### config.mk
export PLATFORM = sky130hd
export DESIGN_NAME = mlfsr_keystream
export DESIGN_NICKNAME = d
export VERILOG_FILES = /design/src/rtl/mlk_pkg.sv /design/src/rtl/kstr_seq.sv /design/src/rtl/kstr_lane.sv /design/src/rtl/mlfsr_keystream.sv
export SDC_FILE = /design/constraint.sdc
export NUM_CORES = 1
export LEC_CHECK = 0
export ABC_AREA = 1
export BUFFER_PORTS_ARGS = -buffer_cell sky130_fd_sc_hd__buf_2
export CAP_MARGIN = 20
export CORE_MARGIN = 1.5
export CORE_UTILIZATION = 31
export DETAILED_ROUTE_END_ITERATION = 12
export GPL_TIMING_DRIVEN = 0
export PLACE_DENSITY = 0.45
export SYNTH_ARGS = -nofsm -noshare
export SYNTH_HDL_FRONTEND = slang
export SYNTH_HIERARCHICAL = 1
export SYNTH_SLANG_ARGS = --single-unit
### constraint.sdc
create_clock -name clk -period 6.8 [get_ports clk]
set_input_delay 0.68 -clock clk [delete_from_list [all_inputs] [get_ports clk]]
set_output_delay 0.68 -clock clk [all_outputs]
set_load 0.01 [all_outputs]
### src/rtl/mlk_pkg.sv
package mlk_pkg;
  localparam int unsigned POLY_W = 16;
  localparam int unsigned SEL_W  = 3;

  // Tap-mask table: bit (POLY_W-1-e) is set for each polynomial term x^e, e < POLY_W.
  function automatic logic [POLY_W-1:0] tap_table(input logic [SEL_W-1:0] idx);
    logic [POLY_W-1:0] m;
    case (idx)
      3'd0:    m = 16'h8805;
      3'd1:    m = 16'h8016;
      3'd2:    m = 16'hD008;
      3'd3:    m = 16'hB400;
      3'd4:    m = 16'h802D;
      3'd5:    m = 16'h9101;
      3'd6:    m = 16'hA0C1;
      default: m = 16'hC441;
    endcase
    return m;
  endfunction
endpackage

### src/rtl/kstr_seq.sv
module kstr_seq #(
  parameter int unsigned SEED_W = 67
) (
  input  logic              clk,
  input  logic              rst_n,
  input  logic              scan_en,
  input  logic              load_i,
  input  logic [SEED_W-1:0] seed_i,
  output logic [SEED_W-1:0] seed_o,
  output logic              wr_en_o,
  output logic              ready_o
);
  logic              pend_q, pend_d;
  logic              rdy_q, rdy_d;
  logic [SEED_W-1:0] seed_q;
  logic              load_acc;

  assign load_acc = load_i & ~scan_en;
  assign wr_en_o  = pend_q & ~scan_en;
  assign seed_o   = seed_q;
  assign ready_o  = rdy_q;

  always_comb begin
    pend_d = pend_q;
    rdy_d  = rdy_q;
    if (wr_en_o) begin
      pend_d = 1'b0;
      rdy_d  = 1'b1;
    end
    if (load_acc) begin
      pend_d = 1'b1;
      rdy_d  = 1'b0;
    end
  end

  always_ff @(posedge clk or negedge rst_n) begin
    if (!rst_n) begin
      pend_q <= 1'b0;
      rdy_q  <= 1'b0;
    end else begin
      pend_q <= pend_d;
      rdy_q  <= rdy_d;
    end
  end

  always_ff @(posedge clk or negedge rst_n) begin
    if (!rst_n)        seed_q <= '0;
    else if (load_acc) seed_q <= seed_i;
  end

  assert_load_drop_R2: assert property (@(posedge clk) disable iff (!rst_n)
    (load_i && !scan_en) |=> !ready_o);
  assert_write_rise_R2: assert property (@(posedge clk) disable iff (!rst_n)
    (wr_en_o && !load_i) |=> ready_o);
  assert_scan_no_rise_R8: assert property (@(posedge clk) disable iff (!rst_n)
    (scan_en && !ready_o) |=> !ready_o);
  assert_scan_no_drop_R8: assert property (@(posedge clk) disable iff (!rst_n)
    (scan_en && ready_o) |=> ready_o);
endmodule

### src/rtl/kstr_lane.sv
module kstr_lane #(
  parameter int unsigned W = 16
) (
  input  logic         clk,
  input  logic         rst_n,
  input  logic         scan_en,
  input  logic         scan_si,
  input  logic         wr_en,
  input  logic [W-1:0] wr_taps,
  input  logic [W-1:0] wr_state,
  input  logic         step_en,
  output logic         msb_o,
  output logic         scan_so
);
  logic [W-1:0] cfg_q, cfg_d;
  logic [W-1:0] sr_q, sr_d;
  logic         upd;

  assign upd     = scan_en | wr_en | step_en;
  assign msb_o   = sr_q[W-1];
  assign scan_so = cfg_q[W-1];

  always_comb begin
    cfg_d = cfg_q;
    sr_d  = sr_q;
    if (scan_en) begin
      cfg_d = {cfg_q[W-2:0], sr_q[W-1]};
      sr_d  = {sr_q[W-2:0], scan_si};
    end else if (wr_en) begin
      cfg_d = wr_taps;
      sr_d  = wr_state;
    end else if (step_en) begin
      sr_d  = {sr_q[W-2:0], ^(sr_q & cfg_q)};
    end
  end

  always_ff @(posedge clk or negedge rst_n) begin
    if (!rst_n) begin
      cfg_q <= '0;
      sr_q  <= '0;
    end else if (upd) begin
      cfg_q <= cfg_d;
      sr_q  <= sr_d;
    end
  end

  assert_tap_top_R9: assert property (@(posedge clk) disable iff (!rst_n)
    (wr_en && !scan_en) |=> cfg_q[W-1]);
  assert_step_shift_R5: assert property (@(posedge clk) disable iff (!rst_n)
    (step_en && !wr_en && !scan_en) |=> (sr_q[W-1:1] == $past(sr_q[W-2:0])) && $stable(cfg_q));
  assert_idle_hold_R5: assert property (@(posedge clk) disable iff (!rst_n)
    (!scan_en && !wr_en && !step_en) |=> $stable(sr_q) && $stable(cfg_q));
  assert_scan_move_R7: assert property (@(posedge clk) disable iff (!rst_n)
    scan_en |=> (sr_q[0] == $past(scan_si)) && (cfg_q[0] == $past(sr_q[W-1])));
endmodule

### src/rtl/mlfsr_keystream.sv
module mlfsr_keystream #(
  parameter int unsigned NUM_LFSR = 4,
  parameter int unsigned WIDTH    = mlk_pkg::POLY_W,
  parameter int unsigned SEL_W    = mlk_pkg::SEL_W,
  parameter int unsigned SEED_W   = SEL_W + NUM_LFSR * WIDTH
) (
  input  logic              clk,
  input  logic              rst_n,
  input  logic              scan_en,
  input  logic              scan_in,
  output logic              scan_out,
  input  logic              load_i,
  input  logic [SEED_W-1:0] seed_i,
  input  logic              step_i,
  input  logic              msg_i,
  output logic              ready_o,
  output logic              key_o,
  output logic              ct_o
);
  localparam int unsigned CHAIN_LEN = 2 * NUM_LFSR * WIDTH;

  logic [1:0]          rst_sync_q;
  logic                rst_ni;
  logic [SEED_W-1:0]   seed_q;
  logic                wr_en;
  logic                step_en;
  logic [WIDTH-1:0]    taps;
  logic [NUM_LFSR:0]   link;
  logic [NUM_LFSR-1:0] msb;

  always_ff @(posedge clk or negedge rst_n) begin
    if (!rst_n) rst_sync_q <= 2'b00;
    else        rst_sync_q <= {rst_sync_q[0], 1'b1};
  end
  assign rst_ni = rst_sync_q[1];

  kstr_seq #(.SEED_W(SEED_W)) u_seq (
    .clk     (clk),
    .rst_n   (rst_ni),
    .scan_en (scan_en),
    .load_i  (load_i),
    .seed_i  (seed_i),
    .seed_o  (seed_q),
    .wr_en_o (wr_en),
    .ready_o (ready_o)
  );

  assign taps    = mlk_pkg::tap_table(seed_q[SEL_W-1:0]);
  assign step_en = step_i & ready_o & ~scan_en;
  assign link[0] = scan_in;

  for (genvar i = 0; i < NUM_LFSR; i++) begin : g_lane
    kstr_lane #(.W(WIDTH)) u_lane (
      .clk      (clk),
      .rst_n    (rst_ni),
      .scan_en  (scan_en),
      .scan_si  (link[i]),
      .wr_en    (wr_en),
      .wr_taps  (taps),
      .wr_state (seed_q[SEL_W + i*WIDTH +: WIDTH]),
      .step_en  (step_en),
      .msb_o    (msb[i]),
      .scan_so  (link[i+1])
    );
  end

  assign scan_out = link[NUM_LFSR];
  assign key_o    = ^msb;
  assign ct_o     = msg_i ^ key_o;

  initial begin
    assert (CHAIN_LEN == 2 * NUM_LFSR * WIDTH && WIDTH > 1);
  end

  assert_no_step_unready_R5: assert property (@(posedge clk) disable iff (!rst_ni)
    (!ready_o && !scan_en && !wr_en) |=> $stable(key_o) && $stable(scan_out));
endmodule

# Word level (Yosys, flattened, before mapping)
# Index checks and enable logic that the tools add are counted.
# totals
regBits	199
elab_cells	63
inputBits	74
output_inout_bits	4
# op_classes
bitwise	12
reduce_logical	11
muxes	22
n_eq_ne	6
# ops
operator	count
16-bit two-way mux	17
15-bit one-hot mux with 7 select lines	1
16-bit bitwise AND	4
16-bit parity	4
3-bit == test (second input constant)	3
3-bit by 2-bit == test with 1-bit output (second input constant)	2
1-bit bitwise AND	4
1-bit two-way mux	4
2-bit AND reduction	2
2-bit nonzero test	2
4-bit parity	1
3-bit by 1-bit == test with 1-bit output (second input constant)	1
3-bit zero test	1
3-bit nonzero test	1
1-bit OR	2
1-bit NOT	1
1-bit bitwise XOR	1

# Depth between registers and ports, before layout
# Gate-level depths: netlist of the first run.
# depth
depth_word	5
depth_mapped	13
depth_no_buf	13

# By module
# The synthesis of the first run kept the hierarchy.
# modules_own_cells
module	area_each_um2	instances	seq_area_each_um2	cells_each
kstr_lane	1928.1	4	800.8	277
kstr_seq	2613.8	1	1726.7	294
mlfsr_keystream	277.8	1	50.0	56

# Worst setup path after synthesis of the first run
# OpenSTA, ideal clock, no wires.
# synth_timing
path_type	input to register
start	input scan_en
end	register g_lane[0].u_lane.sr_q[3]
path_buffers	1
setup_time_ps	125
stages	9
t_arrival_ps	2004
setup_slack_ps	4671
required_time_ps	6675
path_cell_list	inv_1 nand2_1 inv_1 inv_1 nor2_1 inv_2 buf_2 o211ai_1 o21ai_2
# synth_via
elab_chain_cells	5
word_cells_on_any_way	9
classes_between	mux: 2; bitwise: 5; reduce/logical: 2
# synth_rtl
element	line	text
from (decl)	mlfsr_keystream.sv:9	input logic scan_en,
1-bit NOT (*)	kstr_seq.sv:19	assign wr_en_o = pend_q & ~scan_en;
1-bit bitwise AND (*)	kstr_seq.sv:19	
named net wr_en	mlfsr_keystream.sv:25	logic wr_en;
1-bit OR (2 in a row)	kstr_lane.sv:19	assign upd = scan_en | wr_en | step_en;
2-bit AND reduction (no source line)	-	
to (signal assigned)	kstr_lane.sv:43	sr_q <= sr_d;
to (decl)	kstr_lane.sv:16	logic [W-1:0] sr_q, sr_d;
# Mark *: on every way through the listed nets, which the timed path passes. The rest lies on a longest branch.
# A chain may end at the register's enable or synchronous reset.

# Worst setup path after layout of the first run
# layout_timing
start	input scan_en
end	register g_lane[2].u_lane.sr_q[3]
# layout_via
elab_chain_cells	5
word_cells_on_any_way	9
classes_between	mux: 2; bitwise: 5; reduce/logical: 2
# layout_rtl
element	line
1-bit NOT (*)	kstr_seq.sv:19
1-bit bitwise AND (*)	kstr_seq.sv:19
named net wr_en	mlfsr_keystream.sv:25
1-bit OR (2 in a row)	kstr_lane.sv:19
2-bit AND reduction (no source line)	-
to (signal assigned)	kstr_lane.sv:43
to (decl)	kstr_lane.sv:16
# Marked as above.

==> metrics.yaml, run 1 <==
status: "finished, final reports clean"
synth_top_family_by_area: "simple AND/OR/NAND/NOR gates"
worst_slew_pin_slew_ns: 0.9218
drt-initial-drc-count: 475
slowest_stage: "inv_1"
clock_latency_ns: 0.45
crit_chain: "buf_2 -> inv_1 -> nand2_1 -> inv_1 -> inv_1 -> nor2_1 -> inv_2 -> buf_2 -> o211ai_1 -> o21ai_2"
cap_violations: 0
final_nets: 1640
htree_levels: 4
worst_setup_path_start_kind: "primary input"
cp-end-kind: "flop"
power_frac_seq_pct: 44.9
hold_viol_final: 0
synth-seq-cells: 199
coreArea_um2: 33620
drive_above_1_share_pct: 13.30
final.fill_count: 3635
clkSinkCount: 199
slew_violations: 0
ioPinCount: 78
synthAdderAreaFrac_pct: 0
die_h_um: 188.0
crit_required_ns: 7.13
fmaxAchievable_mhz: 429.0
ant_nets: 0
seq_area_frac_synth_pct: 46.96
dr.pass1.iters: 7
path_max_fanout: 10
cts_buffer_depth: 2
rsz0062_at_grt: "no"
crit_path_frequent_cell: "inv_1"
antenna_cells: 0
setup_tns_ns: 0
antenna_found_initial: 0
vias_per_cell: 4.474
grt_max_degree: 55
synth_cells: 1458
cts-resized-gates: 0
setup_viol: 0
power_density_nw_per_um2: 297.1
clk_pin_slew_ns: 0.07
grt_pass1_wl_um: 47430
swShare_pct: 34.89
arrival_ns: 2.66
min-delay-path-class: "flop to flop"
post_cts_buffers: 0
wirelength_um: 27820
synth.mux.area_fraction_pct: 0
wl_per_cell_um: 13.73
worstSetupPathType: "primary input to flop"
pwr-share-comb_pct: 26.3
fp-row-count: 67
area_growth_pct: 15.80
cts_tree: "done"
hpwlAfterDp_um: 20220
die_area_um2: 35330
fp.dieW_um: 188.0
synth_xor_area_share_pct: 1.982
slew_headroom_pct: 38.48
first_global_vias: 8970
gr-total-overflow: 0
p_clk_share_pct: 28.7
switchingPower_mw: 1.273
root_buffer: "clkbuf_16"
avgSynthCellArea_um2: 7.273
io_buffers: 77
syn_area_um2: 10600
power.internal_mw: 2.376
synth-compound-area-share_pct: 8.401
yosys.area_share.simple_pct: 34.42
power_mw: 3.648
period_needed_ns: 2.331
clock_skew_ns: 0.01177
track_usage_pct: 16.91
start_util_pct: 31.54
drcViolationCount: 0
yosys_warnings: 6
timing.final.crit_share_pct: 34.28
cts_inserted_buffers: 17
max-vdd-ir-drop_mv: 0.1955
p_leak_nw: 6.760
vias: 9069
gp_congestion: 0.7591
ys_types: 26
critPathMaxStageDelay_ns: 0.67
## per-layer routing
layer	part of all wire, %	wire, µm	vias to the layer above	GRT usage [%]
met5	0	0	-	0
li1	-	-	4734	-
met1	51	14290	4173	24.26
met4	1.8	495	0	4.985
met3	3.1	853	23	2.882
met2	44	12180	139	26.00
## cells in the mapped netlist, drive strengths merged
library cell / n / area share, %
a21oi: 7 / 0.33
a221oi: 4 / 0.33
a31oi: 8 / 0.47
buf: 48 / 3.3
clkbuf: 9 / 0.32
conb: 2 / 0.071
dfrtp: 199 / 47
inv: 129 / 4.6
nand2: 824 / 29
nand3: 67 / 3.2
nor2: 29 / 1.9
nor3: 1 / 0.047
o211ai: 48 / 4.3
o21ai: 59 / 2.9
xnor2: 12 / 0.99
xor2: 12 / 0.99
## layout make-up
cell class / instances / area (µm²) / share of cell area (%)
timing repair buffer: 82 / 485.5 / 3.954
clock buffer: 23 / 478.0 / 3.892
clock inverter: 9 / 116.4 / 0.9476
tap: 448 / 560.5 / 4.565
inverter: 129 / 484.2 / 3.943
buffer: 57 / 381.6 / 3.108
sequential: 199 / 4984 / 40.58
multi-input combinational: 1080 / 4790 / 39.01
## cells by family after synthesis
group / Yosys count
and+or+nand+nor: 921
other: 2
xor gates and xnor gates: 24
buffers and inverters: 186
DFF: 199
AOI/OAI and AO/OA: 126
## flip-flops by register name, indices dropped and copies added, names as in the netlist
name	flops
u_seq/pend_q	1
rst_sync_q	2
u_seq/ready_o	1
u_seq/seed_o	67
g_lane.u_lane/cfg_q	64
g_lane.u_lane/sr_q	64
## per-stage QoR
step	std cells	instance area (µm²)	utilization [%]	worst slack, ns	hold slack (ns)
detailed placement	1994	11670	34.73	3.951	0.3373
floorplan	1465	10630	-	0.8440	0.3312
finish	2027	12280	36.53	4.469	0.3513
global placement	1990	11580	34.44	-2.268	0.3349
CTS	2027	12280	36.53	4.438	0.3534
global route	2027	12280	36.53	4.276	0.3839
## cell usage in the layout, fill, tap and decap left out, types with 13 or more instances in the layout
cell,count
buf_2,103
buf_6,14
clkbuf_16,17
dfrtp_1,198
inv_1,116
inv_2,13
nand2_1,820
nand3_1,67
nor2_1,20
o211ai_1,28
o211ai_2,20
o21ai_0,15
o21ai_1,40
## what timing repair did
| action | 4_1_cts | 5_1_grt |
|---|---|---|
| endpoints found under the hold margin | 2 | 0 |
| setup endpoints to repair | 0 | 0 |
| hold buffers | 1 | 0 |
## power by group through the flow
stage | clock [mW] | sequential (mW) | combinational (mW)
finish | 1.05 | 1.64 | 0.961
global route | 1.13 | 1.68 | 1.14
CTS | 1.09 | 1.65 | 0.974
detailed placement | 0 | 1.66 | 0.968
global placement | 0 | 1.69 | 0.923
floorplan | 0 | 1.58 | 0.756
## critical path, delay by kind of cell
kind | cells | cell delay [ns]
AND/OR/NAND/NOR | 2 | 0.29
AO/OA/AOI/OAI | 2 | 0.28
buffers and inverters | 6 | 1.39
## final timing paths
kind	to	slack, ns	start	depth (start not counted)
worst max-delay path	g_lane[2].u_lane/sr_q[3]	4.47	scan_en	10
worst min-delay path	rst_sync_q[1]	0.35	rst_sync_q[0]	0
worst max register to register	g_lane[2].u_lane/sr_q[3]	4.66	u_seq/pend_q	8
worst min register to register	rst_sync_q[1]	0.35	rst_sync_q[0]	0
max in group asynchronous	u_seq/seed_o[42]	5.44	rst_sync_q[1]	2
min in group asynchronous	u_seq/pend_q	0.37	rst_sync_q[1]	0
(Power assumes the default switching activity.)
==> inputs of run 2 (changes only) <==
Clock period 6.8 ns to 2.2 ns, I/O delays scaled along.
==> metrics.yaml, run 2 (synthesis gave the netlist of run 1 again) <==
wl_met3_um: 604
p_leak_nw: 7.049
period_needed_ns: 1.787
root_buffer: "clkbuf_16"
min-delay-path-class: "primary input to asynchronous set/reset pin"
antenna_cells: 0
fp.dieW_um: 188.0
cts_buffer_depth: 2
wl_per_cell_um: 13.45
area_growth_pct: 22.29
hpwlAfterDp_um: 20120
met2_length_um: 12610
multi_input_comb_area_um2: 4790
reg2reg_from: "u_seq/pend_q"
m1WireLength_um: 14660
hold_viol_final: 0
setup_ws_ns: 0.4128
layout_common_cells: "nand2_1 (820), dfrtp_1 (198), inv_1 (115), buf_2 (103), dlygate4sd3_1 (68)"
ioPinCount: 78
start_util_pct: 31.54
place_ws_ns: -0.1780
io_buffers: 77
clk_pin_slew_ns: 0.07
worst_setup_path_start_kind: "flop"
coreArea_um2: 33620
crit_required_ns: 1.98
wirelength_um: 28170
timing.final.crit_share_pct: 81.23
rr_endpoint: "g_lane[3].u_lane/sr_q[0]"
track_usage_pct: 16.88
fp-row-count: 67
slew_headroom_pct: 40.53
cap_violations: 0
final_common_cell: "nand2_1"
top_layer: "met4"
fmaxAchievable_mhz: 559.5
r2r_slack_ns: 0.42
final.fill_count: 3541
die_area_um2: 35330
cp-end-kind: "primary output"
rsz0062_at_grt: "no"
cts_tree: "done"
max-vdd-ir-drop_mv: 0.6197
dr.pass1.iters: 6
status: "finished, final reports clean"
antenna_found_initial: 0
slew_violations: 0
fin_cells: 2095
clkSinkCount: 199
vias: 9316
whs_ns: 0.09342
reg2reg_depth: 11
drive_above_1_share_pct: 12.93
path_max_fanout: 6
power_mw: 11.33
power_density_nw_per_um2: 873.7
first_global_vias: 9191
worst_slew_pin_slew_ns: 0.8872
worstSetupPathType: "flop to primary output"
clock_skew_ns: 0.01377
final_nets: 1708
arrival_ns: 1.57
die_h_um: 188.0
drt-initial-drc-count: 492
gp_congestion: 0.7798
grt_max_degree: 66
htree_levels: 4
setup_viol: 0
vias_per_cell: 4.447
grt_pass1_wl_um: 47360
regArea_um2: 4984
gr-total-overflow: 0
ant_nets: 0
clock_latency_ns: 0.45
cts_inserted_buffers: 17
place_inst: 1994
largest_register_ffs: 67
drcViolationCount: 0
run 2: layout make-up:
cell class	count	share of cell area (%)
sequential	199	38.43
multi-input combinational	1080	36.94
timing repair buffer	150	9.099
tap	448	4.323
inverter	129	3.763
clock buffer	22	3.657
buffer	57	2.943
clock inverter	10	0.8491
run 2: timing repair:
item                       in CTS  in global routing
hold buffers                   68                  0
setup endpoints to repair       0                 84
buffers inserted                0                  1
gates resized for setup         0                  1
hold endpoints to repair       69                  0
run 2: stage by stage:
stage                     instance area (µm²)  TNS [ns]  util, %
after global placement                  11580   -165.61    34.45
final                                   12970         0    38.58
after global routing                    12970         0    38.58
after floorplan                         10630         0        -
after detailed placement                11680    -9.571    34.74
after CTS                               12940         0    38.50
run 2: how the worst max path moves through the flow:
stage / startpoint / endpoint / slack (ns) / depth (start not counted)
after global placement: rst_sync_q[1] / u_seq/seed_o[41] / -0.81 / 0
final: g_lane[1].u_lane/sr_q[15] / ct_o / 0.41 / 8
after floorplan: rst_sync_q[1] / g_lane[0].u_lane/cfg_q[0] / 0.17 / 0
after CTS: u_seq/pend_q / g_lane[2].u_lane/sr_q[3] / 0.01 / 8
after global routing: u_seq/pend_q / g_lane[1].u_lane/sr_q[9] / 0.26 / 10
after detailed placement: scan_en / g_lane[2].u_lane/sr_q[3] / -0.18 / 10
run 2: power breakdown:
group / internal, mW / total [mW] / switching, mW / leakage, nW
combinational: 1.24 / 3.08 / 1.84 / 4.26
sequential: 4.40 / 5.07 / 0.662 / 2.50
clock: 1.68 / 3.18 / 1.50 / 0.284
run 2: layer usage:
| layer | vias up | track usage, % |
|---|---|---|
| met5 | - | 0 |
| met4 | 0 | 4.000 |
| met3 | 13 | 2.695 |
| met2 | 104 | 26.84 |
| met1 | 4343 | 23.97 |
| li1 | 4856 | - |
run 2: critical path, cell delays in order, from the launching register on:
cell	delay, ns
dfrtp_1	0.48
inv_1	0.09
nand2_1	0.06
nand2_1	0.10
nand2_2	0.12
nand2_2	0.05
nand2_1	0.05
nand2_1	0.04
buf_2	0.13
==> inputs of run 3 (changes only) <==
Clock period 2.2 ns to 1.7 ns, I/O delays scaled along.
==> metrics.yaml, run 3 (synthesis gave the netlist of run 1 again) <==
slowest_stage: "dfrtp_1"
power_density_nw_per_um2: 1123
m1WireLength_um: 14460
layout_common_cells: "nand2_1 (814), dfrtp_1 (194), inv_1 (112), buf_2 (89), dlygate4sd3_1 (68)"
status: "finished, final reports clean"
hold_viol_final: 0
place_inst: 1994
grt_max_degree: 62
root_buffer: "clkbuf_16"
fin_cells: 2120
setup_viol: 0
clock_latency_ns: 0.45
antenna_found_initial: 0
clk_pin_slew_ns: 0.07
cap_violations: 0
setup_ws_ns: 0.03975
io_buffers: 77
area_growth_pct: 25.99
path_buf_inv: 6
critPathMaxStageDelay_ns: 0.39
cp-end-kind: "flop"
clock_skew_ns: 0.01542
htree_levels: 4
track_usage_pct: 17.00
ioPinCount: 78
slew_violations: 0
timing.final.crit_share_pct: 97.66
cts_tree: "done"
min-delay-path-class: "primary input to asynchronous set/reset pin"
drive_above_1_share_pct: 15.91
fmaxAchievable_mhz: 602.3
crit_required_ns: 2.02
start_util_pct: 31.54
wirelength_um: 28600
largest_register_ffs: 67
hpwlAfterDp_um: 20250
vias: 9412
die_area_um2: 35330
fp-row-count: 67
placed_area_um2: 11680
fin_area_um2: 13360
reg2reg_from: "u_seq/pend_q"
p_leak_nw: 7.219
fp.dieW_um: 188.0
cts_buffer_depth: 2
wl_met3_um: 723
gp_congestion: 0.7517
path_max_fanout: 10
drcViolationCount: 0
whs_ns: 0.03757
top_layer: "met4"
die_h_um: 188.0
period_needed_ns: 1.660
cts_inserted_buffers: 17
dr.pass1.iters: 4
grt_pass1_wl_um: 47840
worst_setup_path_start_kind: "flop"
path_delay_family: "buffers and inverters"
ant_nets: 0
arrival_ns: 1.98
crit_chain: "nand2_2 -> clkinvlp_4 -> buf_12 -> nor2_8 -> inv_2 -> nor2_4 -> inv_2 -> buf_8 -> buf_12 -> o211ai_2 -> o21ai_1"
wl_per_cell_um: 13.49
place_ws_ns: -0.6035
clkSinkCount: 199
coreArea_um2: 33620
drt-initial-drc-count: 392
crit_start: "u_seq/pend_q"
final_common_cell: "nand2_1"
gr-total-overflow: 0
slew_headroom_pct: 50.00
worstSetupPathType: "flop to flop"
rsz0062_at_grt: "yes"
antenna_cells: 0
first_global_vias: 9393
worst_slew_pin_slew_ns: 0.7422
met2_length_um: 12940
vias_per_cell: 4.440
max-vdd-ir-drop_mv: 0.7381
final_nets: 1733
run 3: cell types whose count changed in the layout (fill, tap and decap cells not counted), moves of 4 or more:
cell	previous run	this run
nand2_1	820	814
nand2_2	4	9
nor2_2	1	7
buf_2	103	89
clkbuf_4	0	6
nor2_1	20	13
buf_4	8	38
dfrtp_1	198	194
clkbuf_1	11	7
dfrtp_2	0	4
run 3: power by group:
part / internal, mW / switching, mW / leakage, nW
Clock: 2.15 / 2.02 / 0.285
Combinational: 1.80 / 2.48 / 4.44
Sequential: 5.70 / 0.851 / 2.50
run 3: routing by layer:
layer,global-route usage [%],vias to the layer above
li1,-,4911
met1,23.47,4360
met2,27.86,114
met3,2.433,27
met4,4.492,0
met5,0,-
run 3: final cells by class:
type                            instances  area, µm²
Fill cell                            3584      20260
Buffer                                 55      445.4
Clock buffer                           19      452.9
Clock inverter                         13      133.9
Inverter                              129      490.5
Multi-Input combinational cell       1080       4858
Sequential cell                       199       4989
Timing Repair Buffer                  177       1430
Tap cell                              448      560.5
run 3: metrics by stage:
stage / setup TNS [ns] / total power [mW] / utilization [%]
after CTS: -0.01816 / 15.03 / 38.94
after detailed placement: -52.42 / 10.54 / 34.75
final: 0 / 15.01 / 39.74
after floorplan: -66.02 / 9.357 / -
after global placement: -310.07 / 10.45 / 34.46
after global routing: -0.7974 / 16.15 / 39.74
run 3: final timing paths:
check	to	slack [ns]	depth (start not counted)
worst max-delay path	g_lane[0].u_lane/sr_q[12]	0.04	11
worst min-delay path	rst_sync_q[1]	0.04	2
worst max register to register	g_lane[0].u_lane/sr_q[12]	0.04	11
worst min register to register	u_seq/pend_q	0.30	0
max in group asynchronous	g_lane[2].u_lane/sr_q[15]	0.70	1
min in group clk	g_lane[0].u_lane/sr_q[0]	0.07	3
run 3: worst reg2reg max path, delay by kind of cell (launching register included):
| kind | cells | cell delay (ns) |
|---|---|---|
| compound gates | 2 | 0.13 |
| buf+inv | 6 | 0.67 |
| simple gates | 3 | 0.35 |
| flops | 1 | 0.39 |
run 3: timing repair:
| action | 4_1_cts | 5_1_grt |
|---|---|---|
| hold endpoints to repair | 69 | 0 |
| cloned | 0 | 2 |
| pin swaps | 6 | 13 |
| setup buffers | 14 | 12 |
| hold buffers | 68 | 0 |
| endpoints found under the setup margin | 108 | 91 |
| gates resized for setup | 9 | 49 |
